**src/rtl/gbx_pkg.sv**
```systemverilog
package gbx_pkg;
  localparam int unsigned HDR_MAX = 3;
  localparam int unsigned PAYLOAD_BITS = 64;

  typedef enum logic [2:0] {
    GM_67_EXT = 3'b000,
    GM_66_EXT = 3'b001,
    GM_67_INT = 3'b010,
    GM_66_INT = 3'b011
  } gbx_mode_e;

  function automatic int unsigned hdr_len(logic is66);
    return is66 ? 2 : 3;
  endfunction
endpackage

```
**src/rtl/gbx_slip_dly.sv**
```systemverilog
module gbx_slip_dly #(
  parameter int unsigned LAT = 2
) (
  input  logic clk,
  input  logic rst_n,
  input  logic clr,
  input  logic slip_i,
  output logic slip_o
);
  generate
    if (LAT <= 1) begin : g_pass
      assign slip_o = slip_i;
    end else begin : g_pipe
      localparam int unsigned D = LAT - 1;
      logic [D-1:0] sr_q, sr_n;

      always_comb begin
        sr_n[0] = slip_i;
        for (int i = 1; i < D; i++) sr_n[i] = sr_q[i-1];
        if (clr) sr_n = '0;
      end

      always_ff @(posedge clk or negedge rst_n) begin
        if (!rst_n) sr_q <= '0;
        else        sr_q <= sr_n;
      end

      assign slip_o = sr_q[D-1];
    end
  endgenerate
endmodule

```
**src/rtl/gbx_seq.sv**
```systemverilog
module gbx_seq #(
  parameter int unsigned DW = 32
) (
  input  logic clk,
  input  logic rst_n,
  input  logic clr,
  input  logic adv,
  input  logic is66,
  output logic first_word,
  output logic blk_zero
);
  localparam int unsigned WPB = gbx_pkg::PAYLOAD_BITS / DW;
  localparam int unsigned WIW = (WPB > 1) ? $clog2(WPB) : 1;
  localparam int unsigned BCW = $clog2(DW);

  logic [WIW-1:0] wi_q, wi_n;
  logic [BCW-1:0] bc_q, bc_n, bc_last;

  assign bc_last = is66 ? BCW'(DW/2 - 1) : BCW'(DW - 1);

  always_comb begin
    wi_n = wi_q;
    bc_n = bc_q;
    if (clr) begin
      wi_n = '0;
      bc_n = '0;
    end else if (adv) begin
      if (wi_q == WIW'(WPB - 1)) begin
        wi_n = '0;
        bc_n = (bc_q == bc_last) ? '0 : bc_q + 1'b1;
      end else begin
        wi_n = wi_q + 1'b1;
      end
    end
  end

  always_ff @(posedge clk or negedge rst_n) begin
    if (!rst_n) begin
      wi_q <= '0;
      bc_q <= '0;
    end else begin
      wi_q <= wi_n;
      bc_q <= bc_n;
    end
  end

  assign first_word = (wi_q == '0);
  assign blk_zero   = (bc_q == '0);
endmodule

```
**src/rtl/gbx_bitbuf.sv**
```systemverilog
module gbx_bitbuf #(
  parameter int unsigned DW = 32
) (
  input  logic          clk,
  input  logic          rst_n,
  input  logic          clr,
  input  logic [DW-1:0] din,
  input  logic          slip,
  input  logic          is66,
  input  logic          first_word,
  output logic          fire,
  output logic [2:0]    hdr_o,
  output logic [DW-1:0] dat_o
);
  localparam int unsigned BUFW = 2*DW + gbx_pkg::HDR_MAX;
  localparam int unsigned LVW  = $clog2(BUFW + 1);

  logic [BUFW-1:0] bits_q, bits_n, merged;
  logic [LVW-1:0]  lvl_q, lvl_n, lvl_b, need;

  always_comb begin
    merged = bits_q | (BUFW'(din) << lvl_q);
    lvl_b  = lvl_q + LVW'(DW);
    if (slip) begin
      merged = merged >> 1;
      lvl_b  = lvl_b - 1'b1;
    end
    need = first_word ? LVW'(DW) + LVW'(gbx_pkg::hdr_len(is66)) : LVW'(DW);
    fire = (lvl_b >= need);

    hdr_o = {is66 ? 1'b0 : merged[2], merged[1:0]};
    if (!first_word) dat_o = merged[DW-1:0];
    else if (is66)   dat_o = merged[2 +: DW];
    else             dat_o = merged[3 +: DW];

    if (fire) begin
      bits_n = merged >> need;
      lvl_n  = lvl_b - need;
    end else begin
      bits_n = merged;
      lvl_n  = lvl_b;
    end
    if (clr) begin
      bits_n = '0;
      lvl_n  = '0;
    end
  end

  always_ff @(posedge clk or negedge rst_n) begin
    if (!rst_n) begin
      bits_q <= '0;
      lvl_q  <= '0;
    end else begin
      bits_q <= bits_n;
      lvl_q  <= lvl_n;
    end
  end
endmodule

```
**src/rtl/gbx_rx_top.sv**
```systemverilog
module gbx_rx_top #(
  parameter int unsigned DW       = 32,
  parameter int unsigned SLIP_LAT = 2
) (
  input  logic          clk,
  input  logic          rst_n,
  input  logic          en,
  input  logic [2:0]    mode,
  input  logic          slip,
  input  logic [DW-1:0] raw_in,
  output logic [DW-1:0] data_out,
  output logic [2:0]    hdr_out,
  output logic          data_valid,
  output logic          hdr_valid,
  output logic          seq_start
);
  // only 2-byte and 4-byte user widths are legal
  generate
    if (!(DW == 16 || DW == 32)) begin : g_bad_width
      $error("gbx_rx_top: DW must be 16 or 32");
    end
  endgenerate

  logic active, clr, is66, slip_eff, fire, first_word, blk_zero, take;
  logic [2:0]    hdr_c, hdr_q, hdr_n;
  logic [DW-1:0] dat_c, dat_q, dat_n;
  logic          dv_q, dv_n, hv_q, hv_n, ss_q, ss_n;

  assign active = en & ~mode[2];
  assign clr    = ~active;
  assign is66   = mode[0];

  gbx_slip_dly #(.LAT(SLIP_LAT)) u_sdly (
    .clk(clk), .rst_n(rst_n), .clr(clr), .slip_i(slip), .slip_o(slip_eff)
  );

  gbx_bitbuf #(.DW(DW)) u_buf (
    .clk(clk), .rst_n(rst_n), .clr(clr), .din(raw_in), .slip(slip_eff & active),
    .is66(is66), .first_word(first_word), .fire(fire), .hdr_o(hdr_c), .dat_o(dat_c)
  );

  gbx_seq #(.DW(DW)) u_seq (
    .clk(clk), .rst_n(rst_n), .clr(clr), .adv(take), .is66(is66),
    .first_word(first_word), .blk_zero(blk_zero)
  );

  assign take = active & fire;

  always_comb begin
    dv_n  = take;
    hv_n  = take & first_word;
    ss_n  = take & first_word & blk_zero & mode[1];
    dat_n = take ? dat_c : dat_q;
    hdr_n = (take & first_word) ? hdr_c : hdr_q;
  end

  always_ff @(posedge clk or negedge rst_n) begin
    if (!rst_n) begin
      dv_q  <= 1'b0;
      hv_q  <= 1'b0;
      ss_q  <= 1'b0;
      dat_q <= '0;
      hdr_q <= '0;
    end else begin
      dv_q  <= dv_n;
      hv_q  <= hv_n;
      ss_q  <= ss_n;
      dat_q <= dat_n;
      hdr_q <= hdr_n;
    end
  end

  assign data_out   = dat_q;
  assign hdr_out    = hdr_q;
  assign data_valid = dv_q;
  assign hdr_valid  = hv_q;
  assign seq_start  = ss_q;
endmodule

```
**config.mk**
```make
export PLATFORM = sky130hd
export DESIGN_NAME = gbx_rx_top
export DESIGN_NICKNAME = d
export VERILOG_FILES = /design/src/rtl/gbx_pkg.sv /design/src/rtl/gbx_slip_dly.sv /design/src/rtl/gbx_seq.sv /design/src/rtl/gbx_bitbuf.sv /design/src/rtl/gbx_rx_top.sv
export SDC_FILE = /design/constraint.sdc
export NUM_CORES = 1
export LEC_CHECK = 0
export ABC_AREA = 1
export BUFFER_PORTS_ARGS = -buffer_cell sky130_fd_sc_hd__buf_4
export CORE_UTILIZATION = 30
export CTS_BUF_LIST = sky130_fd_sc_hd__clkbuf_2
export CTS_CLUSTER_DIAMETER = 40
export DETAILED_ROUTE_END_ITERATION = 10
export SYNTH_ARGS = -nofsm -noshare
export SYNTH_HDL_FRONTEND = slang
export SYNTH_SLANG_ARGS = --single-unit
```
**constraint.sdc**
```tcl
create_clock -name clk -period 4.1 [get_ports clk]
set_clock_uncertainty 0.05 [all_clocks]
set_input_delay 1.23 -clock clk [delete_from_list [all_inputs] [get_ports clk]]
set_output_delay 1.23 -clock clk [all_outputs]
set_load 0.03 [all_outputs]
```
==> impl_metrics.yaml <==
layout:
  regArea_um2: 2980
  final_cells: 2029
  fillCellCount: 3547
  drive_above_1_share_pct: 9.66
  multi_input_area_um2: 5810
  fin_nets: 1659
  synthToLayoutAreaGrowth_pct: 12.1
clock_network:
  ctsResizeCount: 0
  cts-root-buf: "clkbuf_2"
  clock_latency_ns: 0.73
  clk_pin_slew_ns: 0.19
  post_cts_buffers: 0
  cts.path.max_buffers: 2
  clock_sinks: 119
  cts_buffers: 17
  cts_hold_buf: 0
  cts_tree: "built"
  htree_levels: 4
synth:
  async_flop_share_pct: 100
  syn_area_um2: 9610
  synth_enable_flop_cells: 0
  synthFlopType: "dfrtp_1"
  ys_ff_latch: 119
  syn_inst: 1593
  ys_types: 40
  syn-num-nets: 1638
  avgSynthCellArea_um2: 6.04
  ys_seq_area_share_pct: 31.0
  yosys_warnings: 0
worst_setup_path:
  start_kind: "input pin"
  required_ns: 4.66
  r2r_start: "u_buf.lvl_q[5]"
  cp-end-kind: "flop"
  reg2reg_to: "u_seq.bc_q[0]"
  reg2regPathDepth: 13
  crit_type: "in -> reg"
  cp_max_fo: 35
  arrival_ns: 3.79
  r2r_slack_ns: 0.95
power_and_ir_drop:
  p_per_area_nw_per_um2: 823
  power.switching_mw: 5.18
  p_leak_nw: 5.28
  p_sw_share_pct: 58.4
  p_total_mw: 8.88
  clkPwrFrac_pct: 10.6
  p_seq_share_pct: 19.0
  combPwrFrac_pct: 70.5
  power.internal_mw: 3.70
  max-vdd-ir-drop_v: 0.000374
grt:
  grt.overflow.total: 0
  grt_pass1_vias: 9971
  grtUsageTotal_pct: 21.1
  grt_antenna_before_repair: 1
  grt_max_degree: 72
  grt_pass1_wl_um: 54700
sta:
  setup_viol: 0
  rsz0062_at_grt: "false"
  hold_violations: 0
  fmax_mhz: 310
  tns_ns: 0
  drv_slew: 0
  worst_pin_slew_ns: 0.806
  fin_crit_ns: 3.23
  holdWs_ns: 0.415
  slew_headroom_pct: 46.3
  fin_crit_sh_pct: 78.8
detailed_routing:
  drc: 0
  vias: 10900
  routedWlPerCell_um: 17.1
  ant_nets: 0
  wl_um: 34800
  first_iter_violations: 1042
  vias_per_cell: 5.38
  drt_pass1_iterations: 5
die:
  fp.dieW_um: 181
  coreArea_um2: 31600
  start_util_pct: 30.5
  die_h_um: 181
  num_io_pins: 77
  die_area_um2: 32800
  rows: 65
place:
  routabilityCongestion: 0.913
  place_hpwl_um: 25400
  port_buffers: 76
  dp_cells: 1997
run_status:
  status: "finished clean"
worst_hold_path:
  hold_class: "in -> async"
job:
  max_cap_viol_count: 0
## placed cells by master (no fill, tap or decap), types with 5 or more instances in the layout
cell	n
nand2_1	467
nand3_1	465
nor2_1	148
dfrtp_1	118
inv_1	103
buf_4	99
o21ai_0	45
a21oi_1	39
nand4_1	32
clkbuf_2	20
o21bai_1	11
inv_2	10
o21ai_1	7
nor2_4	5
xor2_1	5
o211ai_1	5
ha_1	5
bufinv_16	5
## cell type report
class	instances	share of cell area, %
Inverter	113	3.93
Clock buffer	20	0.928
Tap cell	402	4.67
Sequential cell	119	27.6
Antenna cell	1	0.0232
Multi-Input combinational cell	1262	53.9
Clock inverter	11	1.67
Timing Repair Buffer	101	7.26
## logic make-up after synthesis
group,count (synthesis),synth area share (%)
AND/OR/NAND/NOR,1133,51.9
buffers and inverters,212,8.86
flip-flops,119,31.0
AO/OA/AOI/OAI,115,6.64
XOR/XNOR,8,0.807
adder cells (fa/ha/maj),6,0.859
## how the worst max path moves through the flow
stage / to / depth (start not counted) / slack, ns / startpoint
floorplan: u_buf.bits_q[15] / 19 / 0.27 / mode[2]
global placement: u_seq.bc_q[0] / 18 / 0.19 / mode[2]
detailed placement: u_seq.bc_q[0] / 18 / 0.13 / mode[2]
CTS: u_seq.bc_q[3] / 17 / 0.90 / mode[2]
global route: u_seq.bc_q[3] / 17 / 0.57 / mode[2]
finish: u_seq.bc_q[0] / 18 / 0.87 / mode[2]
## Yosys cell counts (2+ instances only)
| library cell | number | share of area (%) |
|---|---|---|
| dfrtp_1 | 119 | 31 |
| clkbuf_1 | 38 | 1.5 |
| o21ai_0 | 45 | 2.3 |
| o22ai_1 | 2 | 0.13 |
| o21bai_1 | 11 | 0.86 |
| ha_1 | 5 | 0.65 |
| o21ai_1 | 7 | 0.36 |
| xor2_1 | 5 | 0.46 |
| a21oi_1 | 39 | 2.0 |
| xnor2_1 | 2 | 0.18 |
| inv_1 | 103 | 4.0 |
| o211ai_1 | 5 | 0.39 |
| nand3_1 | 465 | 24 |
| nand2_2 | 3 | 0.20 |
| nor3_1 | 3 | 0.16 |
| inv_2 | 10 | 0.39 |
| nand2_1 | 467 | 18 |
| buf_2 | 24 | 1.2 |
| nor2_1 | 151 | 5.9 |
| buf_1 | 30 | 1.2 |
| buf_4 | 7 | 0.55 |
| nand4_1 | 32 | 2.1 |
| nor2_4 | 3 | 0.35 |
## per-stage QoR
stage	setup WS, ns	utilization (%)	cell area (um2)
floorplan	0.272	-	9610
global placement	0.195	33.3	10500
detailed placement	0.128	33.3	10500
CTS	0.903	34.2	10800
global route	0.575	34.2	10800
finish	0.870	34.2	10800
## worst max-delay path: stages
cell,delay (ns)
buf_4,0.11
inv_2,0.05
nand2_4,0.11
nor2_4,0.14
inv_2,0.05
o21ai_0,0.23
ha_1,0.30
a21oi_1,0.15
nand2_1,0.08
nor2_1,0.19
nand3_1,0.12
nand2_2,0.14
nand2_2,0.12
nor2_4,0.12
buf_4,0.37
nor2_1,0.14
nand2_1,0.08
o21ai_0,0.07
## power groups by stage
stage	registers, mW	clock network, mW	logic, mW
floorplan	2.01	0	3.89
global placement	1.71	0	6.08
detailed placement	1.71	0	6.13
CTS	1.69	0.950	6.15
global route	1.72	0.994	6.83
finish	1.69	0.937	6.25
## metal layers
| layer | vias up | wire length [um] | part of all wire (%) | GRT usage [%] |
|---|---|---|---|---|
| met4 | 0 | 637 | 1.8 | 6.07 |
| met1 | 5088 | 17100 | 49 | 32.1 |
| met5 | - | 0 | 0 | 0 |
| met2 | 479 | 14500 | 42 | 30.6 |
| met3 | 33 | 2550 | 7.3 | 2.84 |
| li1 | 5311 | - | - | - |
## flip-flops by register name (all words and copies together) (netlist names)
name	count
data_out	32
hdr_valid	1
hdr_out	3
seq_start	1
u_buf.lvl_q	7
u_sdly.slip_o	1
data_valid	1
u_seq.wi_q	1
u_seq.bc_q	5
u_buf.bits_q	67
Note: power is estimated with default switching activity, not from simulation.
